## src/rtl/synth_seq_pkg.sv

```systemverilog
package synth_seq_pkg;

    localparam int WORD_W     = 24;
    localparam int NUM_WORDS  = 13;
    localparam int IDX_W      = $clog2(NUM_WORDS);
    // index of the regulator power-up word; the pause follows its frame
    localparam int PAUSE_IDX  = 10;
    // phases of one frame, each lasting one half-bit time
    localparam int PH_DATA    = 2 * WORD_W;
    localparam int PH_LATCH   = 2;
    localparam int PH_GAP     = 2;
    localparam int PH_TOTAL   = PH_DATA + PH_LATCH + PH_GAP;
    localparam int PH_W       = $clog2(PH_TOTAL);

    typedef logic [WORD_W-1:0] cfg_word_t;
    typedef logic [IDX_W-1:0]  word_idx_t;

    typedef enum logic [1:0] {
        SQ_IDLE,
        SQ_SEND,
        SQ_PAUSE,
        SQ_FINISHED
    } seq_state_t;

    typedef struct packed {
        logic sclk;
        logic sdata;
        logic le;
    } ser_pins_t;

    function automatic cfg_word_t cfg_word(input word_idx_t i);
        cfg_word_t w;
        case (i)
            4'd0:    w = 24'h840005;
            4'd1:    w = 24'h800005;
            4'd2:    w = 24'h8407F5;
            4'd3:    w = 24'h01048C;
            4'd4:    w = 24'h000BA9;
            4'd5:    w = 24'h028018;
            4'd6:    w = 24'h050307;
            4'd7:    w = 24'h486656;
            4'd8:    w = 24'h000004;
            4'd9:    w = 24'h7CA623;
            4'd10:   w = 24'h568022;
            4'd11:   w = 24'h204001;
            4'd12:   w = 24'h2C0000;
            default: w = '0;
        endcase
        return w;
    endfunction

endpackage

```

## src/rtl/synth_ser_shift.sv

```systemverilog
module synth_ser_shift
    import synth_seq_pkg::*;
#(
    parameter int HALF_CYCLES = 2
) (
    input  logic      clk,
    input  logic      rst,
    input  logic      load,
    input  cfg_word_t word_in,
    output logic      frame_end,
    output ser_pins_t pins
);
    localparam int DIV_W = (HALF_CYCLES > 1) ? $clog2(HALF_CYCLES) : 1;
    localparam int BS_W  = $clog2(WORD_W);

    logic             active;
    logic [PH_W-1:0]  ph;
    logic [DIV_W-1:0] div;
    cfg_word_t        word_q;
    logic             half_end;
    logic [BS_W-1:0]  bit_sel;

    assign half_end  = (div == DIV_W'(HALF_CYCLES - 1));
    assign frame_end = active && half_end && (ph == PH_W'(PH_TOTAL - 1));
    assign bit_sel   = BS_W'(WORD_W - 1 - int'(ph >> 1));

    always_ff @(posedge clk) begin
        if (rst) begin
            active <= 1'b0;
            ph     <= '0;
            div    <= '0;
            word_q <= '0;
        end else if (load) begin
            active <= 1'b1;
            ph     <= '0;
            div    <= '0;
            word_q <= word_in;
        end else if (active) begin
            if (half_end) begin
                div <= '0;
                if (ph == PH_W'(PH_TOTAL - 1)) begin
                    active <= 1'b0;
                end else begin
                    ph <= ph + 1'b1;
                end
            end else begin
                div <= div + 1'b1;
            end
        end
    end

    always_comb begin
        pins = '0;
        if (active) begin
            if (ph < PH_W'(PH_DATA)) begin
                pins.sclk  = ph[0];
                pins.sdata = word_q[bit_sel];
            end else if (ph < PH_W'(PH_DATA + PH_LATCH)) begin
                pins.le = 1'b1;
            end
        end
    end

    AST_LATCH_QUIET: assert property (@(posedge clk) disable iff (rst)
        pins.le |-> (!pins.sclk && !pins.sdata));

endmodule

```

## src/rtl/synth_wait_timer.sv

```systemverilog
module synth_wait_timer #(
    parameter int WAIT_CYCLES = 120000
) (
    input  logic clk,
    input  logic rst,
    input  logic arm,
    output logic expired
);
    localparam int CW = $clog2(WAIT_CYCLES + 1);

    logic          running;
    logic [CW-1:0] cnt;

    assign expired = running && (cnt == CW'(WAIT_CYCLES - 1));

    always_ff @(posedge clk) begin
        if (rst) begin
            running <= 1'b0;
            cnt     <= '0;
        end else if (arm) begin
            running <= 1'b1;
            cnt     <= '0;
        end else if (running) begin
            if (expired) begin
                running <= 1'b0;
            end else begin
                cnt <= cnt + 1'b1;
            end
        end
    end

endmodule

```

## src/rtl/synth_lock_qual.sv

```systemverilog
module synth_lock_qual #(
    parameter int LOCK_CYCLES = 256
) (
    input  logic clk,
    input  logic rst,
    input  logic ld_pin,
    input  logic enable,
    output logic locked
);
    localparam int CW = (LOCK_CYCLES > 1) ? $clog2(LOCK_CYCLES) : 1;

    logic          sync1;
    logic          sync2;
    logic [CW-1:0] cnt;
    logic          qual;

    assign qual = enable && sync2;

    always_ff @(posedge clk) begin
        if (rst) begin
            sync1  <= 1'b0;
            sync2  <= 1'b0;
            cnt    <= '0;
            locked <= 1'b0;
        end else begin
            sync1 <= ld_pin;
            sync2 <= sync1;
            if (!qual) begin
                cnt    <= '0;
                locked <= 1'b0;
            end else if (cnt == CW'(LOCK_CYCLES - 1)) begin
                locked <= 1'b1;
            end else begin
                cnt <= cnt + 1'b1;
            end
        end
    end

    AST_LOCK_DROPS: assert property (@(posedge clk) disable iff (rst)
        (locked && !sync2) |=> !locked);

endmodule

```

## src/rtl/synth_prog_seq.sv

```systemverilog
module synth_prog_seq
    import synth_seq_pkg::*;
#(
    parameter int HALF_CYCLES = 2,
    parameter int WAIT_CYCLES = 120000,
    parameter int LOCK_CYCLES = 256
) (
    input  logic clk,
    input  logic rst,
    input  logic start,
    input  logic ld_pin,
    output logic sclk_o,
    output logic sdata_o,
    output logic le_o,
    output logic busy_o,
    output logic done_o,
    output logic locked_o
);
    localparam int GAP_W = $clog2(WAIT_CYCLES + 1);

    seq_state_t state, state_nx;
    word_idx_t  idx, load_idx;
    logic       load;
    logic       arm;
    logic       expired;
    logic       frame_end;
    ser_pins_t  pins, pins_q;

    always_comb begin
        state_nx = state;
        load     = 1'b0;
        load_idx = idx;
        arm      = 1'b0;
        case (state)
            SQ_IDLE, SQ_FINISHED: begin
                if (start) begin
                    load     = 1'b1;
                    load_idx = '0;
                    state_nx = SQ_SEND;
                end
            end
            SQ_SEND: begin
                if (frame_end) begin
                    if (idx == IDX_W'(NUM_WORDS - 1)) begin
                        state_nx = SQ_FINISHED;
                    end else if (idx == IDX_W'(PAUSE_IDX)) begin
                        arm      = 1'b1;
                        state_nx = SQ_PAUSE;
                    end else begin
                        load     = 1'b1;
                        load_idx = idx + 1'b1;
                    end
                end
            end
            SQ_PAUSE: begin
                if (expired) begin
                    load     = 1'b1;
                    load_idx = idx + 1'b1;
                    state_nx = SQ_SEND;
                end
            end
            default: state_nx = SQ_IDLE;
        endcase
    end

    always_ff @(posedge clk) begin
        if (rst) begin
            state  <= SQ_IDLE;
            idx    <= '0;
            pins_q <= '0;
        end else begin
            state  <= state_nx;
            pins_q <= pins;
            if (load) begin
                idx <= load_idx;
            end
        end
    end

    synth_ser_shift #(.HALF_CYCLES(HALF_CYCLES)) u_shift (
        .clk       (clk),
        .rst       (rst),
        .load      (load),
        .word_in   (cfg_word(load_idx)),
        .frame_end (frame_end),
        .pins      (pins)
    );

    synth_wait_timer #(.WAIT_CYCLES(WAIT_CYCLES)) u_wait (
        .clk     (clk),
        .rst     (rst),
        .arm     (arm),
        .expired (expired)
    );

    synth_lock_qual #(.LOCK_CYCLES(LOCK_CYCLES)) u_lock (
        .clk    (clk),
        .rst    (rst),
        .ld_pin (ld_pin),
        .enable (done_o && !le_o),
        .locked (locked_o)
    );

    assign sclk_o  = pins_q.sclk;
    assign sdata_o = pins_q.sdata;
    assign le_o    = pins_q.le;
    assign busy_o  = (state == SQ_SEND) || (state == SQ_PAUSE);
    assign done_o  = (state == SQ_FINISHED);

    // cycles since latch enable last fell, saturating; watches the pause
    logic [GAP_W-1:0] gap_cnt;
    always_ff @(posedge clk) begin
        if (rst || le_o) begin
            gap_cnt <= '0;
        end else if (gap_cnt < GAP_W'(WAIT_CYCLES)) begin
            gap_cnt <= gap_cnt + 1'b1;
        end
    end

    AST_PAUSE_KEPT: assert property (@(posedge clk) disable iff (rst)
        ($rose(sclk_o) && idx == IDX_W'(PAUSE_IDX + 1) && gap_cnt != '0 && $past(state) == SQ_SEND)
        |-> gap_cnt >= GAP_W'(WAIT_CYCLES));

    AST_DATA_HELD: assert property (@(posedge clk) disable iff (rst)
        !$stable(sdata_o) |-> !sclk_o);

    AST_LE_IDLE_LOW: assert property (@(posedge clk) disable iff (rst)
        (!busy_o && !$past(busy_o)) |-> !le_o);

    AST_START_IGNORED: assert property (@(posedge clk) disable iff (rst)
        (state == SQ_SEND && start && !frame_end) |=> (idx == $past(idx) && busy_o));

    AST_LOCK_AFTER_DONE: assert property (@(posedge clk) disable iff (rst)
        $rose(locked_o) |-> (done_o && !le_o));

endmodule

```

## config.mk

```make
export PLATFORM = sky130hd
export DESIGN_NAME = synth_prog_seq
export DESIGN_NICKNAME = d
export VERILOG_FILES = /design/src/rtl/synth_seq_pkg.sv /design/src/rtl/synth_ser_shift.sv /design/src/rtl/synth_wait_timer.sv /design/src/rtl/synth_lock_qual.sv /design/src/rtl/synth_prog_seq.sv
export SDC_FILE = /design/constraint.sdc
export NUM_CORES = 1
export LEC_CHECK = 0
export CORE_AREA = 8 8 94 96
export CTS_BUF_LIST = sky130_fd_sc_hd__clkbuf_4 sky130_fd_sc_hd__clkbuf_8 sky130_fd_sc_hd__clkbuf_16
export CTS_CLUSTER_DIAMETER = 200
export DETAILED_ROUTE_END_ITERATION = 8
export DIE_AREA = 0 0 102 104
export DONT_BUFFER_PORTS = 1
export GPL_TIMING_DRIVEN = 1
export SYNTH_ARGS = -nofsm -noshare
export SYNTH_HDL_FRONTEND = slang
export SYNTH_SLANG_ARGS = --single-unit
```

## constraint.sdc

```tcl
create_clock -name clk -period 3.55 [get_ports clk]
set_input_delay 0 -clock clk [delete_from_list [all_inputs] [get_ports clk]]
set_output_delay 0 -clock clk [all_outputs]
set_load 0.01 [all_outputs]
```

# Word-level counts from Yosys, hierarchy flattened
# Memories as Yosys holds them, arrays and structs flattened. A register that Yosys moved wholly into a read port is not among the register bits.
# Cells that the tools add are included.
totals:
  register_bits: 70
  mem_bits_ro: 368
  in_bits: 4
  out_inout_bits: 6
  wordCells: 92
  memories: 1
op_classes:
  addsub: 6
  n_lt_le_gt_ge: 3
  n_eq_ne: 12
  muxes: 33
  bitwise_logic: 5
  reduce_logical: 17
mem_list:
  columns: ["memory", "depth", "width", "read_ports", "rd_ports_with_merged_regs", "wr", "line_no", "source"]
  rows:
  - ["(no name shown)", 16, 23, 1, 1, 0, "synth_seq_pkg.sv:33", "case (i)"]
ops:
  columns: ["op", "n"]
  rows:
  - ["4-bit two-way mux", 5]
  - ["1-bit two-way mux", 19]
  - ["17-bit by 1-bit adder with 17-bit output (second input constant)", 1]
  - ["17-bit equality test (second input constant)", 1]
  - ["6-bit < comparator (second input constant)", 2]
  - ["4-bit one-hot mux with 3 select lines", 1]
  - ["2-bit two-way mux", 5]
  - ["8-bit by 1-bit adder with 8-bit output (second input constant)", 1]
  - ["4-bit equality test (second input constant)", 2]
  - ["8-bit equality test (second input constant)", 1]
  - ["2-bit OR reduction", 4]
  - ["6-bit by 1-bit adder with 6-bit output (second input constant)", 1]
  - ["6-bit equality test (second input constant)", 1]
  - ["5-bit by 6-bit < comparator with 1-bit output (second input constant)", 1]
  - ["2-bit != test (second input constant)", 3]
  - ["2-bit one-hot mux with 3 select lines", 1]
  - ["3-bit OR reduction", 2]
  - ["1-bit binary-select mux with 5-bit select", 1]
  - ["1-bit logical AND", 5]
  - ["1-bit inverter", 5]
  - ["5-bit subtractor (first input constant)", 1]
  - ["4-bit by 1-bit adder with 4-bit output (second input constant)", 1]
  - ["2-bit equality test (second input constant)", 2]
  - ["4-bit AND reduction", 1]
  - ["9 further kinds", 9]

# Depth between registers and ports, before layout
logic_depth:
  word_depth: 6
  depth_mapped: 14
  depth_no_buf: 13

# Cells and area by module
# Synthesis repeated with hierarchy kept, for this count alone.
unflattened:
  cells_unflattened: 472
  hier_area_um2: 4116.4
modules_own_cells:
  columns: ["mod", "n_inst", "cells_per_inst", "area_per_inst_um2", "seq_area_each_um2"]
  rows:
  - ["synth_ser_shift", 1, 145, 1495.2, 640.6]
  - ["synth_prog_seq", 1, 159, 1188.6, 180.2]
  - ["synth_wait_timer", 1, 114, 942.2, 360.3]
  - ["synth_lock_qual", 1, 54, 490.5, 220.2]

# Worst setup path after synthesis
# Ideal clock, no wire load.
synth_path:
  path_kind: "register -> register"
  startpoint: "reg idx[0]"
  endpoint: "reg u_shift.word_q[5]"
  setup_time_ns: 0.132
  arrival_ns: 2.960
  slack_ns: 0.458
  stages_incl_launch_ff: 14
  period_less_slack_ns: 3.092
  path_cell_list: "dfxtp_1 inv_1 ha_1 mux2_4 a2111oi_4 a41oi_2 a221oi_2 a21o_1 buf_6 inv_1 ha_1 mux2_4 a221oi_1 nor3_1"
synth_between:
  elab_chain_len: 5
  word_cells_on_any_way: 13
  classes_between: "add/sub (1); eq/ne (2); mux (10)"
synth_lines:
  columns: ["item", "line_no", "source"]
  rows:
  - ["from (decl)", "synth_prog_seq.sv:22", "word_idx_t idx, load_idx;"]
  - ["from (signal assigned)", "synth_prog_seq.sv:75", "idx <= load_idx;"]
  - ["4-bit by 1-bit adder with 4-bit output or 4-bit equality test (tied branches)", "synth_prog_seq.sv:51, synth_prog_seq.sv:58, synth_prog_seq.sv:46", null]
  - ["4-bit two-way mux or 1-bit two-way mux (tied branches)", "synth_prog_seq.sv:46", "end else if (idx == IDX_W'(PAUSE_IDX)) begin"]
  - ["4-bit two-way mux or 1-bit two-way mux (tied branches)", "synth_prog_seq.sv:44", "if (idx == IDX_W'(NUM_WORDS - 1)) begin"]
  - ["4-bit two-way mux or 1-bit two-way mux (tied branches)", "synth_prog_seq.sv:43", "if (frame_end) begin"]
  - ["4-bit one-hot mux with 3 select lines or 1-bit one-hot mux with 3 select lines (tied branches)", "synth_prog_seq.sv:34", "case (state)"]
  - ["to (decl)", "synth_ser_shift.sv:19", "cfg_word_t word_q;"]
# Parallel ways exist; a longest one is shown, timed or not.
# A chain may end at the register's enable or synchronous reset.

# Final worst setup path
# Ends and elaborated chain as after synthesis.

==> metrics.txt <==
IO Pins=10; max frequency=roughly 300 MHz; IO buf count=0; # resized after CTS=0; Via density=~5.6; Synth Flop Type=dfxtp_1; post-synthesis sequential area ratio=0.382; Cell Area, Synth=~0.0036 mm2; Final Setup Violations=0; Routed wire per std cell=~15 um; post-route cell area=0.00396 mm2; hold_ws=slightly below 30 ps; CP Launch Type=flip-flop; initial cell density of the core=0.485; Pwr Total=between 0.002 and 0.0025 W; clk_lat worst skew=around 330 ps; Worst-path clk slew=around 80 ps; Die H=104 um; setup_tns=0 ps; status=finished, final reports clean; 1st-pass router iterations=4; area grow syn2layout=9.63%; H-tree depth=3; fin nets=around 440; synthesis-stage register bit count=69; root buf cell=clkbuf_8; share of layout cells above drive strength 1=0.113; largest net degree at the start of global routing=31; critical path depth in cells=12; grt ovf=0; number of global-route vias before repair=slightly below 3,000; crit path cell chain=inv_1 -> ha_1 -> mux2_4 -> a2111oi_4 -> a41oi_2 -> a221oi_2 -> a21o_1 -> inv_1 -> ha_1 -> mux2_4 -> a221oi_1 -> nor3_1; crit share post-route=0.936; placed cells=between 500 and 600; cell taking the most area after synthesis=dfxtp_1; leak pwr=roughly 1.4 nW; Least-Margin Pin Slew=about 630 ps; global-route wire length before repair=~14,000 um; total number of vias=2,927; critical setup path kind=reg2reg; CTS Buffer Depth=2; Final ANT Viol Nets=0; Pwr per Cell Area=just over 600 mW/mm2; Hold Vio Cnt, Final=0; non-filler cells, final=525; synth top area cells=dfxtp_1 (38%), nor2_1 (7.0%), ha_1 (4.8%), nand2_1 (4.3%), mux4_2 (3.7%); die area=about 0.011 mm2; Post-Place Cell Area=between 0.003 and 0.004 mm2; clk sinks=69; post-DP HPWL=5640 um; Syn Nets=approximately 430; VDD IR max=about 0.38 mV; Hold Path Class=in2reg; antenna violations before repair=0; Max-Cap Viols=0; RSZ-0062 raised after global routing=false; Row Count=32; FILL cells=731; R2R cell count=12; post-CTS setup buffers=0; Remaining DRCs=0; CTS buffer count=9; Max-slew headroom=0.573; GR Util All Layers=0.165; Required @ worst endpoint=3760 ps; CTS tree=yes; commonest non-fill, non-tap cells in the layout=dfxtp_1 (69), nor2_1 (67), nand2_1 (41); Synth warnings=0; critical path peak fanout=6; Worst EP arrival=3540 ps; Post-synth EDFFs=0; Critical Path End Type=flip-flop; register area=about 0.0014 mm2; syn_area_per_cell=about 8.7 um2; min cycle time layout=~3300 ps; worst hold stages=2; Placer Congestion=around 0.89; crit-path leading delay family=compound AO/OA/AOI/OAI gates; skew final=~5.1 ps; Syn Inst Count=slightly above 400; ys async rst share=0; diodes inserted=0; starting DRC count in detailed routing=between 150 and 200; total core area=0.00745 mm2; Synth top area share=0.382; Critical Path Slowest Stage Cell=a221oi_2; Multi-input gate area=~0.0021 mm2; most common cell after layout, fill and taps aside=dfxtp_1; Synth cell types=62; Routed WL=7970 um; worst path bufs/invs=2; Die X=about 100 um; largest stage delay on the critical path=about 430 ps; final max-slew violation count=0
## power by group
part | internal, W | switching [W]
clock network | 0.000353 | 0.000300
logic | 0.000300 | 0.000483
registers | 0.000888 | 0.0000975
total | 0.00154 | 0.000881
## flip-flops by register name, indices dropped and copies added, names as in the netlist
| name | flops |
|---|---|
| u_lock.locked | 1 |
| u_lock.cnt | 8 |
| state | 2 |
| u_lock.sync1 | 1 |
| sclk_o | 1 |
| idx | 4 |
| u_wait.running | 1 |
| u_shift.active | 1 |
| le_o | 1 |
| sdata_o | 1 |
| u_shift.word_q | 23 |
| u_shift.div | 1 |
| u_wait.cnt | 17 |
| u_lock.sync2 | 1 |
| u_shift.ph | 6 |
## metal layers
metal  wire [um]  vias to the layer above  track usage
li1            -                     1496            -
met1        3750                     1369        0.215
met2        3840                       51        0.260
met3         258                       11       0.0315
met4         123                        0       0.0619
met5           0                        -            0
## final timing paths
| path | slack [ps] | to | from |
|---|---|---|---|
| setup / recovery | 230 | u_shift.word_q[5] | idx[0] |
| hold / removal | 30 | u_shift.ph[5] | rst |
| setup reg to reg | 230 | u_shift.word_q[5] | idx[0] |
| hold reg to reg | 450 | u_shift.word_q[4] | u_shift.word_q[4] |
## final cells by class
cell class,instances,area share
clock inverters,5,0.0148
flip-flops and latches,69,0.349
repair buffers,14,0.0316
well taps,102,0.0322
clock buffers,11,0.0367
inverters,11,0.0104
multi-input cells,313,0.525
## metrics by stage
stage,util,setup slack (ps)
after CTS,0.532,249
after floorplan,-,458
after global placement,0.498,369
final,0.532,226
after global routing,0.532,58.8
after detailed placement,0.498,279
## synthesized netlist by cell type, types with 3 or more instances
cell type,n
buf_6,3
nor2b_1,4
mux2i_1,4
nor3b_1,6
nand2_1,41
or3_1,7
inv_1,11
xor2_1,14
a221oi_1,5
a21oi_1,19
nor3_1,11
nand2b_1,3
ha_1,14
a311oi_1,4
clkbuf_1,12
a211oi_1,7
nand4_1,9
o21ai_0,11
dfxtp_1,69
nand3_1,16
and3_1,5
a31oi_1,4
xnor2_1,7
mux4_2,6
buf_2,3
nor2_1,67
## cells by family (layout without fill, tap and decap cells)
logic type | count (synthesis) | in the layout | share of synthesized area
and+or+nand+nor | 188 | 188 | 0.262
AOI/OAI and AO/OA | 77 | 77 | 0.154
DFF | 69 | 69 | 0.382
buffers and inverters | 32 | 41 | 0.0416
xor gates and xnor gates | 21 | 21 | 0.0509
adders and majority gates | 14 | 14 | 0.0485
muxes | 13 | 13 | 0.0599
## timing repair
action | in CTS | in global routing
hold buffers | 4 | 0
setup endpoints to repair | 0 | 0
hold endpoints to repair | 35 | 0
Note: power is estimated with default switching activity, not from simulation.
